[config.mk]
export PLATFORM = sky130hd
export DESIGN_NAME = dual_interval_timer
export DESIGN_NICKNAME = d
export VERILOG_FILES = /design/src/rtl/tmr_pkg.sv /design/src/rtl/tmr_reset_sync.sv /design/src/rtl/tmr_edge_sync.sv /design/src/rtl/tmr_count_stage.sv /design/src/rtl/dual_interval_timer.sv
export SDC_FILE = /design/constraint.sdc
export NUM_CORES = 1
export LEC_CHECK = 0
export ABC_AREA = 1
export BUFFER_PORTS_ARGS = -buffer_cell sky130_fd_sc_hd__buf_2
export CAP_MARGIN = 20
export CORE_MARGIN = 5
export CORE_UTILIZATION = 54
export DETAILED_ROUTE_END_ITERATION = 8
export PLACE_DENSITY = 0.79
export SLEW_MARGIN = 0
export SYNTH_ARGS = -nofsm -noshare
export SYNTH_HDL_FRONTEND = slang
export SYNTH_SLANG_ARGS = --single-unit
[constraint.sdc]
create_clock -name clk -period 0.9 [get_ports clk]
set_clock_uncertainty 0.15 [all_clocks]
set_input_delay 0.045 -clock clk [delete_from_list [all_inputs] [get_ports clk]]
set_output_delay 0.045 -clock clk [all_outputs]
set_load 0.02 [all_outputs]
[src/rtl/tmr_pkg.sv]
package tmr_pkg;
  // Two-bit tick source code shared by both counters
  typedef enum logic [1:0] {
    SRC_ALT  = 2'b00,  // external edge (low) / low match event (high)
    SRC_TAPA = 2'b01,
    SRC_TAPB = 2'b10,
    SRC_TAPC = 2'b11
  } src_sel_e;
endpackage

[src/rtl/tmr_reset_sync.sv]
module tmr_reset_sync (
  input  logic clk,
  input  logic rst_n,
  output logic srst_n
);
  logic [1:0] meta_q;

  always_ff @(posedge clk or negedge rst_n) begin
    if (!rst_n) meta_q <= 2'b00;
    else        meta_q <= {meta_q[0], 1'b1};
  end

  assign srst_n = meta_q[1];
endmodule

[src/rtl/tmr_edge_sync.sv]
module tmr_edge_sync #(
  parameter int SYNC_STAGES = 2
) (
  input  logic clk,
  input  logic srst_n,
  input  logic din,
  output logic rise
);
  localparam int DEPTH = SYNC_STAGES + 1;

  logic [DEPTH-1:0] shift_q;
  logic [DEPTH-1:0] shift_d;

  always_comb shift_d = {shift_q[DEPTH-2:0], din};

  always_ff @(posedge clk or negedge srst_n) begin
    if (!srst_n) shift_q <= '0;
    else         shift_q <= shift_d;
  end

  // one tick per low-to-high transition after synchronization
  assign rise = shift_q[DEPTH-2] & ~shift_q[DEPTH-1];

  // a rise cannot be followed by another rise in the next cycle
  p_single_tick_r5: assert property (@(posedge clk) disable iff (!srst_n)
    rise |=> !rise);
endmodule

[src/rtl/tmr_count_stage.sv]
module tmr_count_stage #(
  parameter int CNT_W = 8
) (
  input  logic             clk,
  input  logic             srst_n,
  input  logic             run,
  input  logic             tick,
  input  logic             clr,
  output logic [CNT_W-1:0] cnt
);
  logic [CNT_W-1:0] cnt_q;
  logic [CNT_W-1:0] cnt_d;
  logic             cnt_en;

  always_comb begin
    cnt_en = !run || clr || tick;
    if (!run || clr) cnt_d = '0;
    else             cnt_d = cnt_q + 1'b1;
  end

  always_ff @(posedge clk or negedge srst_n) begin
    if (!srst_n)     cnt_q <= '0;
    else if (cnt_en) cnt_q <= cnt_d;
  end

  assign cnt = cnt_q;

  // a stopped counter reads zero on the next cycle
  p_stop_zero_r2: assert property (@(posedge clk) disable iff (!srst_n)
    !run |=> cnt_q == '0);

  // with no tick and no clear, the count holds
  p_idle_hold_r2: assert property (@(posedge clk) disable iff (!srst_n)
    run && !tick && !clr |=> $stable(cnt_q));
endmodule

[src/rtl/dual_interval_timer.sv]
module dual_interval_timer
  import tmr_pkg::*;
#(
  parameter int CNT_W       = 8,
  parameter int SYNC_STAGES = 2
) (
  input  logic             clk,
  input  logic             rst_n,
  input  logic             tick_p1,
  input  logic             tick_p2,
  input  logic             tick_p3,
  input  logic             tick_p4,
  input  logic             ext_in,
  input  logic             cascade,
  input  logic [1:0]       sel_lo,
  input  logic [1:0]       sel_hi,
  input  logic             run_lo,
  input  logic             run_hi,
  input  logic [CNT_W-1:0] cmp_lo,
  input  logic [CNT_W-1:0] cmp_hi,
  output logic             match_lo,
  output logic             match_hi
);
  localparam logic [CNT_W-1:0] ALL_ONES = '1;

  logic             srst_n;
  logic             ext_rise;
  logic [CNT_W-1:0] cnt_lo, cnt_hi;
  logic             tick_lo, tick_hi_sel, tick_hi;
  logic             hit_lo, hit_hi, full_hit, wrap_lo;
  logic             clr_lo, clr_hi;
  logic             mlo_d, mhi_d, mlo_q, mhi_q;
  src_sel_e         src_lo, src_hi;

  tmr_reset_sync u_rst (
    .clk    (clk),
    .rst_n  (rst_n),
    .srst_n (srst_n)
  );

  tmr_edge_sync #(.SYNC_STAGES(SYNC_STAGES)) u_ext (
    .clk    (clk),
    .srst_n (srst_n),
    .din    (ext_in),
    .rise   (ext_rise)
  );

  assign src_lo = src_sel_e'(sel_lo);
  assign src_hi = src_sel_e'(sel_hi);

  // low counter source: external edge or one of three finer taps
  always_comb begin
    unique case (src_lo)
      SRC_ALT:  tick_lo = ext_rise;
      SRC_TAPA: tick_lo = tick_p1;
      SRC_TAPB: tick_lo = tick_p2;
      default:  tick_lo = tick_p3;
    endcase
  end

  always_comb hit_lo = run_lo && tick_lo && (cnt_lo == cmp_lo);

  // high counter source in split mode: low match or one of three taps
  always_comb begin
    unique case (src_hi)
      SRC_ALT:  tick_hi_sel = hit_lo;
      SRC_TAPA: tick_hi_sel = tick_p1;
      SRC_TAPB: tick_hi_sel = tick_p3;
      default:  tick_hi_sel = tick_p4;
    endcase
  end

  always_comb begin
    full_hit = cascade && run_lo && run_hi && tick_lo &&
               ({cnt_hi, cnt_lo} == {cmp_hi, cmp_lo});
    wrap_lo  = cascade && run_lo && tick_lo && (cnt_lo == ALL_ONES) && !full_hit;
    tick_hi  = cascade ? wrap_lo : tick_hi_sel;
    hit_hi   = !cascade && run_hi && tick_hi_sel && (cnt_hi == cmp_hi);
    clr_lo   = cascade ? full_hit : hit_lo;
    clr_hi   = cascade ? full_hit : hit_hi;
    mlo_d    = !cascade && hit_lo;
    mhi_d    = cascade ? full_hit : hit_hi;
  end

  tmr_count_stage #(.CNT_W(CNT_W)) u_lo (
    .clk    (clk),
    .srst_n (srst_n),
    .run    (run_lo),
    .tick   (tick_lo),
    .clr    (clr_lo),
    .cnt    (cnt_lo)
  );

  tmr_count_stage #(.CNT_W(CNT_W)) u_hi (
    .clk    (clk),
    .srst_n (srst_n),
    .run    (run_hi),
    .tick   (tick_hi),
    .clr    (clr_hi),
    .cnt    (cnt_hi)
  );

  always_ff @(posedge clk or negedge srst_n) begin
    if (!srst_n) begin
      mlo_q <= 1'b0;
      mhi_q <= 1'b0;
    end else begin
      mlo_q <= mlo_d;
      mhi_q <= mhi_d;
    end
  end

  assign match_lo = mlo_q;
  assign match_hi = mhi_q;

  // zero compare from a cleared count pulses on the tick
  p_zero_cmp_r7: assert property (@(posedge clk) disable iff (!srst_n)
    !cascade && run_lo && tick_lo && cmp_lo == '0 && cnt_lo == '0 |=> match_lo);

  // low match output stays quiet in cascade mode
  p_quiet_lo_r9: assert property (@(posedge clk) disable iff (!srst_n)
    cascade && $past(cascade) |-> !match_lo);

  // stopped counters give no match pulses
  p_stop_quiet_hi_r10: assert property (@(posedge clk) disable iff (!srst_n)
    !run_hi |=> !match_hi);
  p_stop_quiet_lo_r10: assert property (@(posedge clk) disable iff (!srst_n)
    !run_lo |=> !match_lo);

  // a low wrap in cascade mode advances the high count
  p_carry_r8: assert property (@(posedge clk) disable iff (!srst_n)
    wrap_lo && run_hi && cnt_hi != ALL_ONES |=> cnt_hi != '0 && cnt_lo == '0);
endmodule

# Word-level counts from Yosys, hierarchy flattened
# Cells that the tools add are included.
# word_totals
reg_bits	23
in_bits	30
output_inout_bits	2
word_cells	48
# classes
n_addsub	2
n_eq_ne	8
mux	7
bitwise	2
reduce_logical	23
# ops
op	count
$add 8x1->8 const B	2
$eq 16x16->1	1
$eq 8x8->1	2
$mux 8	2
$logic_and 1x1->1	13
$eq 8x8->1 const B	1
$pmux 1 s3	2
$eq 2x1->1 const B	2
$eq 2x2->1 const B	2
$logic_not 1->1	4
$logic_not 2->1	2
$logic_or 1x1->1	4
$mux 1	3
$and 1x1->1	1
$not 1->1	1

# Depth between registers and ports, before layout
# Gate-level depths: netlist of the first run.
# depth
ltp_word	11
ltp_mapped	14
mapped_depth_nobuf	13

# Cells and area by module
# Synthesis of the first run repeated with hierarchy kept, for this count alone.
# unflattened
hier_cells	214
area_unflattened_um2	1448.9
# by_module_without_submodules
module	n_inst	cells_each	area_each_um2	seq_area_each_um2
tmr_count_stage	2	52	407.9	200.2
dual_interval_timer	1	102	494.2	50.0
tmr_edge_sync	1	5	85.1	75.1
tmr_reset_sync	1	3	53.8	50.0

# Worst setup path after synthesis of the first run
# OpenSTA, ideal clock, no wires.
# synth_timing
path_kind	flip-flop to flip-flop
from	register u_lo.cnt_q[0] (netlist: u_lo.cnt[0])
to	register u_hi.cnt_q[2] (netlist: u_hi.cnt[2])
setup_ns	0.119
arrival_ns	1.396
required_time_ns	0.631
setup_slack_ns	-0.765
stages_incl_launch_ff	12
path_buffers	1
period_less_slack_ns	1.665
cell_sequence	dfrtp_1 -> ha_1 -> nand2_1 -> nor4_1 -> nand3_1 -> nor2_1 -> nand2_1 -> nand2_2 -> buf_6 -> nand3_1 -> nand2_1 -> nor2_1
# synth_between
elab_chain_len	8
word_cells_on_any_way	16
cone_classes	eq/ne: 3; mux: 4; reduce/logical: 9
# synth_rtl
item	line	text
from (decl)	tmr_count_stage.sv:11	logic [CNT_W-1:0] cnt_q;
from (signal assigned)	tmr_count_stage.sv:23	else if (cnt_en) cnt_q <= cnt_d;
$eq 8x8->1	dual_interval_timer.sv:61	always_comb hit_lo = run_lo && tick_lo && (cnt_lo == cmp_lo);
$logic_and 1x1->1	dual_interval_timer.sv:61	
$pmux 1 s3	dual_interval_timer.sv:65	unique case (src_hi)
$logic_and 1x1->1 (2 in a row)	dual_interval_timer.sv:78	hit_hi = !cascade && run_hi && tick_hi_sel && (cnt_hi == cmp_hi);
$mux 1	dual_interval_timer.sv:80	clr_hi = cascade ? full_hit : hit_hi;
$logic_or 1x1->1	tmr_count_stage.sv:16, tmr_count_stage.sv:17	
$mux 8 or $logic_or 1x1->1 (tied branches)	tmr_count_stage.sv:17, tmr_count_stage.sv:16	
to (signal assigned)	tmr_count_stage.sv:23	
to (decl)	tmr_count_stage.sv:11	
# Several ways; a longest one is shown, not always the timed one.
# A chain may end at the register's enable or synchronous reset.

# Worst setup path in the final report of the first run
# layout_timing
from	register u_lo.cnt_q[2] (netlist: u_lo.cnt[2])
to	register u_hi.cnt_q[7] (netlist: u_hi.cnt[7])
# Same word-level chain as after synthesis.

==> results of run 1 <==
==> cell type report <==
| cell class | instances | share of cell area [%] |
|---|---|---|
| multi-input cells | 176 | 41.7 |
| well taps | 31 | 1.56 |
| inverters | 37 | 5.59 |
| flip-flops and latches | 23 | 23.3 |
| repair buffers | 89 | 26.8 |
| clock buffers | 4 | 1.06 |
==> logic make-up after synthesis <==
family	after synthesis	synth area share, %
and+or+nand+nor	153	43.3
DFF	23	36.4
adders and majority gates	2	1.58
other	1	0.237
xor gates and xnor gates	9	4.99
AOI/OAI and AO/OA	11	3.96
buffers and inverters	38	9.50
==> state kept, by name, summed over array words and instances, names as in the netlist <==
register       flops
u_rst.meta_q       2
u_hi.cnt           8
match_lo           1
match_hi           1
u_ext.shift_q      3
u_lo.cnt           8
==> synthesized netlist by cell type, drive strengths merged <==
cell / count
nand2: 79
inv: 37
nor2: 29
dfrtp: 23
nand3: 22
a21oi: 7
xor2: 7
nor3: 6
nand4: 5
nor3b: 3
nor4: 3
or2: 3
ha: 2
nand3b: 2
xnor2: 2
a31oi: 1
and2: 1
buf: 1
conb: 1
o2111ai: 1
o21a: 1
o21ai: 1
==> cell usage in the layout, fill, tap and decap left out, drive strengths merged, types with 5 or more instances in the layout <==
cell / n
xor2: 7
nor3: 6
clkbuf: 5
a21oi: 7
dfrtp: 23
inv: 37
nor2: 29
nand2: 79
nand4: 5
nand3: 22
buf: 85
==> per-layer routing <==
metal / global-route usage [%] / vias up / part of all wire [%]
met5: 0 / - / 0
met4: 4.33 / 0 / 2.5
met3: 1.75 / 25 / 8.4
met2: 39.1 / 112 / 49
met1: 30.7 / 923 / 40
li1: - / 928 / -
==> critical path, cell delays in order (launching register included) <==
cell and delay, ns:
dfrtp_1 0.42, inv_1 0.10, nand2_1 0.06, nand2_1 0.06, nor2_1 0.12, nand2_1 0.11
nor2_4 0.17, nand3_2 0.10, nand2_2 0.12, nand2_1 0.11, nand2_4 0.14, buf_6 0.11
nor2_4 0.04, nand2_1 0.08, nand2_1 0.05
==> power breakdown <==
group | leakage [nW] | total [mW] | switching (mW) | internal (mW)
combinational | 1.04 | 0.615 | 0.326 | 0.289
clock | 0.0150 | 0.511 | 0.337 | 0.173
sequential | 0.303 | 1.10 | 0.0339 | 1.06
==> timing repair <==
| item | 4_1_cts | 5_1_grt |
|---|---|---|
| cloned | 0 | 1 |
| setup endpoints to repair | 20 | 20 |
| setup buffers | 2 | 4 |
| hold endpoints to repair | 7 | 3 |
| resized for setup | 13 | 29 |
| pin swaps | 6 | 20 |
==> final timing paths <==
| kind | slack, ns | startpoint | depth (start not counted) | end |
|---|---|---|---|---|
| worst max register to register | -1.14 | u_lo.cnt[2] | 14 | u_hi.cnt[7] |
| worst min register to register | -0.02 | u_rst.meta_q[1] | 0 | u_hi.cnt[2] |
| worst min-delay path | -0.02 | u_rst.meta_q[1] | 0 | u_hi.cnt[2] |
| min in group clk | 0.01 | cascade | 4 | match_hi |
| worst max-delay path | -1.14 | u_lo.cnt[2] | 14 | u_hi.cnt[7] |
| max in group asynchronous | 0.05 | rst_n | 3 | u_rst.meta_q[1] |
==> metrics by stage <==
stage	instances	hold slack (ns)	cell area (sq um)
global placement	346	-0.315	2190
floorplan	237	-0.401	1620
detailed placement	346	-0.315	2190
global route	360	-0.00383	2480
finish	360	-0.0223	2480
CTS	355	-0.0355	2320
==> results.json, run 1 <==
{
  "gp_congestion": 0.913,
  "crit_fanout": 6,
  "hold_ws_ns": -0.0223,
  "hold_viol_final": 3,
  "track_usage_pct": 22.4,
  "crit_path_end_kind": "register",
  "firstDrtPassIters": 5,
  "status": "complete, but fails checks",
  "drtIter0Drc": 177,
  "fmax_mhz": 489,
  "syn_inst": 237,
  "via_count": 1988,
  "fin_setup_tns_ns": -18.21,
  "routed_wl_mm": 5.71,
  "die_area_sq_um": 4110,
  "antenna_cells": 0,
  "grt_max_degree": 14,
  "p_per_area_nw_per_um2": 895,
  "critPathArrivalTime_ns": 2.12,
  "num-fill-cells": 146,
  "final.setup.worst_slack_ns": -1.14,
  "clockBufferDepth": 2,
  "syn_avg_cell_area_sq_um": 6.67,
  "drive_gt1_share_pct": 41.9,
  "ys_seq_area_share_pct": 36.4,
  "violations": "hold timing, setup timing",
  "cp_data_required_time_ns": 0.98,
  "htreeDepth": 1,
  "finalSetupViolations": 20,
  "syn_to_final_growth_pct": 57.2,
  "syn_area_sq_um": 1580,
  "yosysWarnings": 0,
  "fp.dieW_um": 64.1,
  "grt_pass1_wl_mm": 7.56,
  "hpwl_mm": 3.39,
  "grt_pass1_vias": 1771,
  "start_util_pct": 56.8,
  "drv_cap": 0,
  "cts_buffers": 3,
  "ys_types": 28,
  "antenna_found_initial": 0,
  "nNetsFinal": 362,
  "ff_latch_area_sq_um": 579,
  "clk_latency_ns": 0.32,
  "hold_class": "reg -> async",
  "multi_input_area_sq_um": 1040,
  "utilization_pct": 89.3,
  "path_clk_slew_ns": 0.14,
  "cts_root_buffer": "clkbuf_4",
  "vdd_ir_drop_max_uv": 1250,
  "rsz0062_at_grt": "true",
  "die_h_um": 64.1,
  "drc": 0,
  "vias_per_cell": 5.52,
  "total_power_mw": 2.22,
  "wl_per_cell_um": 15.9,
  "rows": 19,
  "postRouteAntennaNets": 0,
  "drv_slew": 0,
  "core_sq_um": 2780,
  "crit_type": "reg -> reg",
  "synthTopCellsByArea": "dfrtp_1 (36%), nand2_1 (18%), inv_1 (8.3%), nand3_1 (6.7%), nor2_1 (6.2%)",
  "cts.sinks": 23,
  "portBuffers": 31,
  "io_pins": 32,
  "cts_hold_buf": 3,
  "min_period_over_period_pct": 227,
  "cp-start-kind": "register",
  "p_leak_nw": 1.36,
  "post-place-ws_ns": -0.950,
  "yosysTopAreaCell": "dfrtp_1",
  "cts_tree": "built",
  "synth_top_cell_area_share_pct": 36.4,
  "min_period_ns": 2.04,
  "syn_nets": 269,
  "grt_overflow": 0,
  "synth_seq_cells": 23
}
(Power assumes the default switching activity.)
==> run 2: changes to the inputs <==
--- a/config.mk
+++ b/config.mk
@@ -8,10 +8,13 @@
 export ABC_AREA = 1
 export BUFFER_PORTS_ARGS = -buffer_cell sky130_fd_sc_hd__buf_2
 export CAP_MARGIN = 20
+export CELL_PAD_IN_SITES_DETAIL_PLACEMENT = 0
+export CELL_PAD_IN_SITES_GLOBAL_PLACEMENT = 2
+export CORE_ASPECT_RATIO = 1.5
 export CORE_MARGIN = 5
-export CORE_UTILIZATION = 54
+export CORE_UTILIZATION = 29
 export DETAILED_ROUTE_END_ITERATION = 8
-export PLACE_DENSITY = 0.79
+export PLACE_DENSITY_LB_ADDON = 0.1
 export SLEW_MARGIN = 0
 export SYNTH_ARGS = -nofsm -noshare
 export SYNTH_HDL_FRONTEND = slang
==> results.json, run 2 (synthesized netlist as in run 1, its figures left out) <==
{
  "syn_to_final_growth_pct": 67.9,
  "hpwl_mm": 3.73,
  "design_area_sq_um": 2650,
  "htreeDepth": 1,
  "firstDrtPassIters": 4,
  "cts_root_buffer": "clkbuf_8",
  "grt_pass1_vias": 1685,
  "crit_family": "simple AND/OR/NAND/NOR gates",
  "vias_per_cell": 4.34,
  "dp_cells": 390,
  "post-place-ws_ns": -1.07,
  "utilization_pct": 49.4,
  "cts_tree": "built",
  "cp_data_required_time_ns": 0.91,
  "crit_chain": "buf_6 > nand2_4 > nand2_2 > nor2_4 > nand2_2 > nor2_4 > nand3_2 > nand2_2 > nand3_2 > nand3_2 > nor2_4 > buf_6 > nand2_4 > nand2_2",
  "crit_slowest_cell": "dfrtp_1",
  "fp.dieW_um": 70.3,
  "gp_congestion": 0.748,
  "cts.sinks": 23,
  "grt_pass1_wl_mm": 7.58,
  "io_pins": 32,
  "rsz0062_at_grt": "true",
  "drtIter0Drc": 21,
  "rows": 33,
  "clk_latency_ns": 0.26,
  "critPathArrivalTime_ns": 1.85,
  "via_count": 1765,
  "antenna_found_initial": 0,
  "hold_class": "reg -> async",
  "critPathMostFrequentCell": "nand2_2",
  "crit_fanout": 4,
  "grt_overflow": 0,
  "path_clk_slew_ns": 0.08,
  "min_period_ns": 1.84,
  "die_area_sq_um": 7060,
  "status": "complete, but fails checks",
  "cp-start-kind": "register",
  "drv_cap": 0,
  "drv_slew": 0,
  "final.setup.worst_slack_ns": -0.938,
  "finalSetupViolations": 20,
  "mostFrequentLayoutCells": "nand2_1 (60), buf_4 (55), inv_1 (28), buf_2 (28), dfrtp_1 (21)",
  "p_seq_share_pct": 45.4,
  "nNetsFinal": 370,
  "drive_gt1_share_pct": 46.6,
  "crit_type": "reg -> reg",
  "sw_frac_of_total_pct": 28.4,
  "portBuffers": 31,
  "final_cells": 407,
  "start_util_pct": 29.4,
  "num-fill-cells": 577,
  "postRouteAntennaNets": 0,
  "vdd_ir_drop_max_uv": 518,
  "antenna_cells": 0,
  "place_area_sq_um": 2260,
  "final_common_cell": "nand2_1",
  "track_usage_pct": 13.5,
  "clockBufferDepth": 2,
  "grt_max_degree": 13,
  "violations": "setup timing",
  "hold_viol_final": 0,
  "crit_path_end_kind": "register",
  "core_sq_um": 5370,
  "die_h_um": 100,
  "routed_wl_mm": 4.62,
  "internal-power_mw": 1.71,
  "p_comb_share_pct": 27.5,
  "p_per_area_nw_per_um2": 897,
  "p_clk_share_pct": 27.2,
  "p_leak_nw": 1.44,
  "slowest_delay_ns": 0.39,
  "drc": 0,
  "min_period_over_period_pct": 204,
  "fmax_mhz": 544,
  "wl_per_cell_um": 11.4,
  "critical_path_buf_inv_count": 2,
  "p_sw_uw": 675,
  "cts_buffers": 3
}
-- run 2: final cells by class --
cell class | count | area, sq um | share of cell area (%)
Timing Repair Buffer | 97 | 716 | 27.0
Inverter | 37 | 139 | 5.23
Multi-Input combinational cell | 176 | 1090 | 41.0
Sequential cell | 23 | 578 | 21.8
Tap cell | 70 | 87.6 | 3.30
Clock buffer | 4 | 45.0 | 1.70
-- run 2: repair_timing --
action                                 4_1_cts  5_1_grt
gates resized for setup                     25       39
endpoints found under the hold margin        3        0
pin swaps                                    8       19
buffers inserted                             5        6
cloned                                       1        0
setup endpoints to repair                   20       22
hold buffers                                 3        0
-- run 2: metal layers --
| layer | vias to the layer above | track usage [%] | share of wire, % |
|---|---|---|---|
| met1 | 802 | 13.0 | 37 |
| li1 | 943 | - | - |
| met3 | 4 | 1.90 | 2.6 |
| met5 | - | 0 | 0 |
| met4 | 0 | 3.98 | 1.2 |
| met2 | 16 | 28.4 | 60 |
-- run 2: final timing paths --
| check | from | depth (start not counted) | end | slack, ns |
|---|---|---|---|---|
| setup / recovery | u_lo.cnt[0] | 14 | u_hi.cnt[0] | -0.94 |
| hold / removal | u_rst.meta_q[1] | 1 | u_ext.shift_q[2] | 0.04 |
| setup reg to reg | u_lo.cnt[0] | 14 | u_hi.cnt[0] | -0.94 |
| hold reg to reg | u_rst.meta_q[1] | 1 | u_ext.shift_q[2] | 0.04 |
| max in group asynchronous | rst_n | 2 | u_rst.meta_q[0] | 0.09 |
| min in group clk | run_lo | 5 | match_hi | 0.05 |
-- run 2: power groups by stage --
| stage | combinational (mW) | sequential (mW) | clock [mW] |
|---|---|---|---|
| after CTS | 0.590 | 1.08 | 0.681 |
| after global placement | 0.511 | 1.10 | 0 |
| after detailed placement | 0.511 | 1.10 | 0 |
| final | 0.655 | 1.08 | 0.647 |
| after global routing | 0.723 | 1.09 | 0.731 |
| after floorplan | 0.218 | 1.11 | 0 |
-- run 2: per-stage QoR --
step	setup TNS, ns	power (mW)	hold WS [ns]
CTS	-17.58	2.35	0.0343
global route	-17.85	2.54	0.0555
finish	-15.74	2.38	0.0368
floorplan	-11.74	1.33	-0.401
global placement	-16.79	1.61	-0.319
detailed placement	-16.60	1.61	-0.318
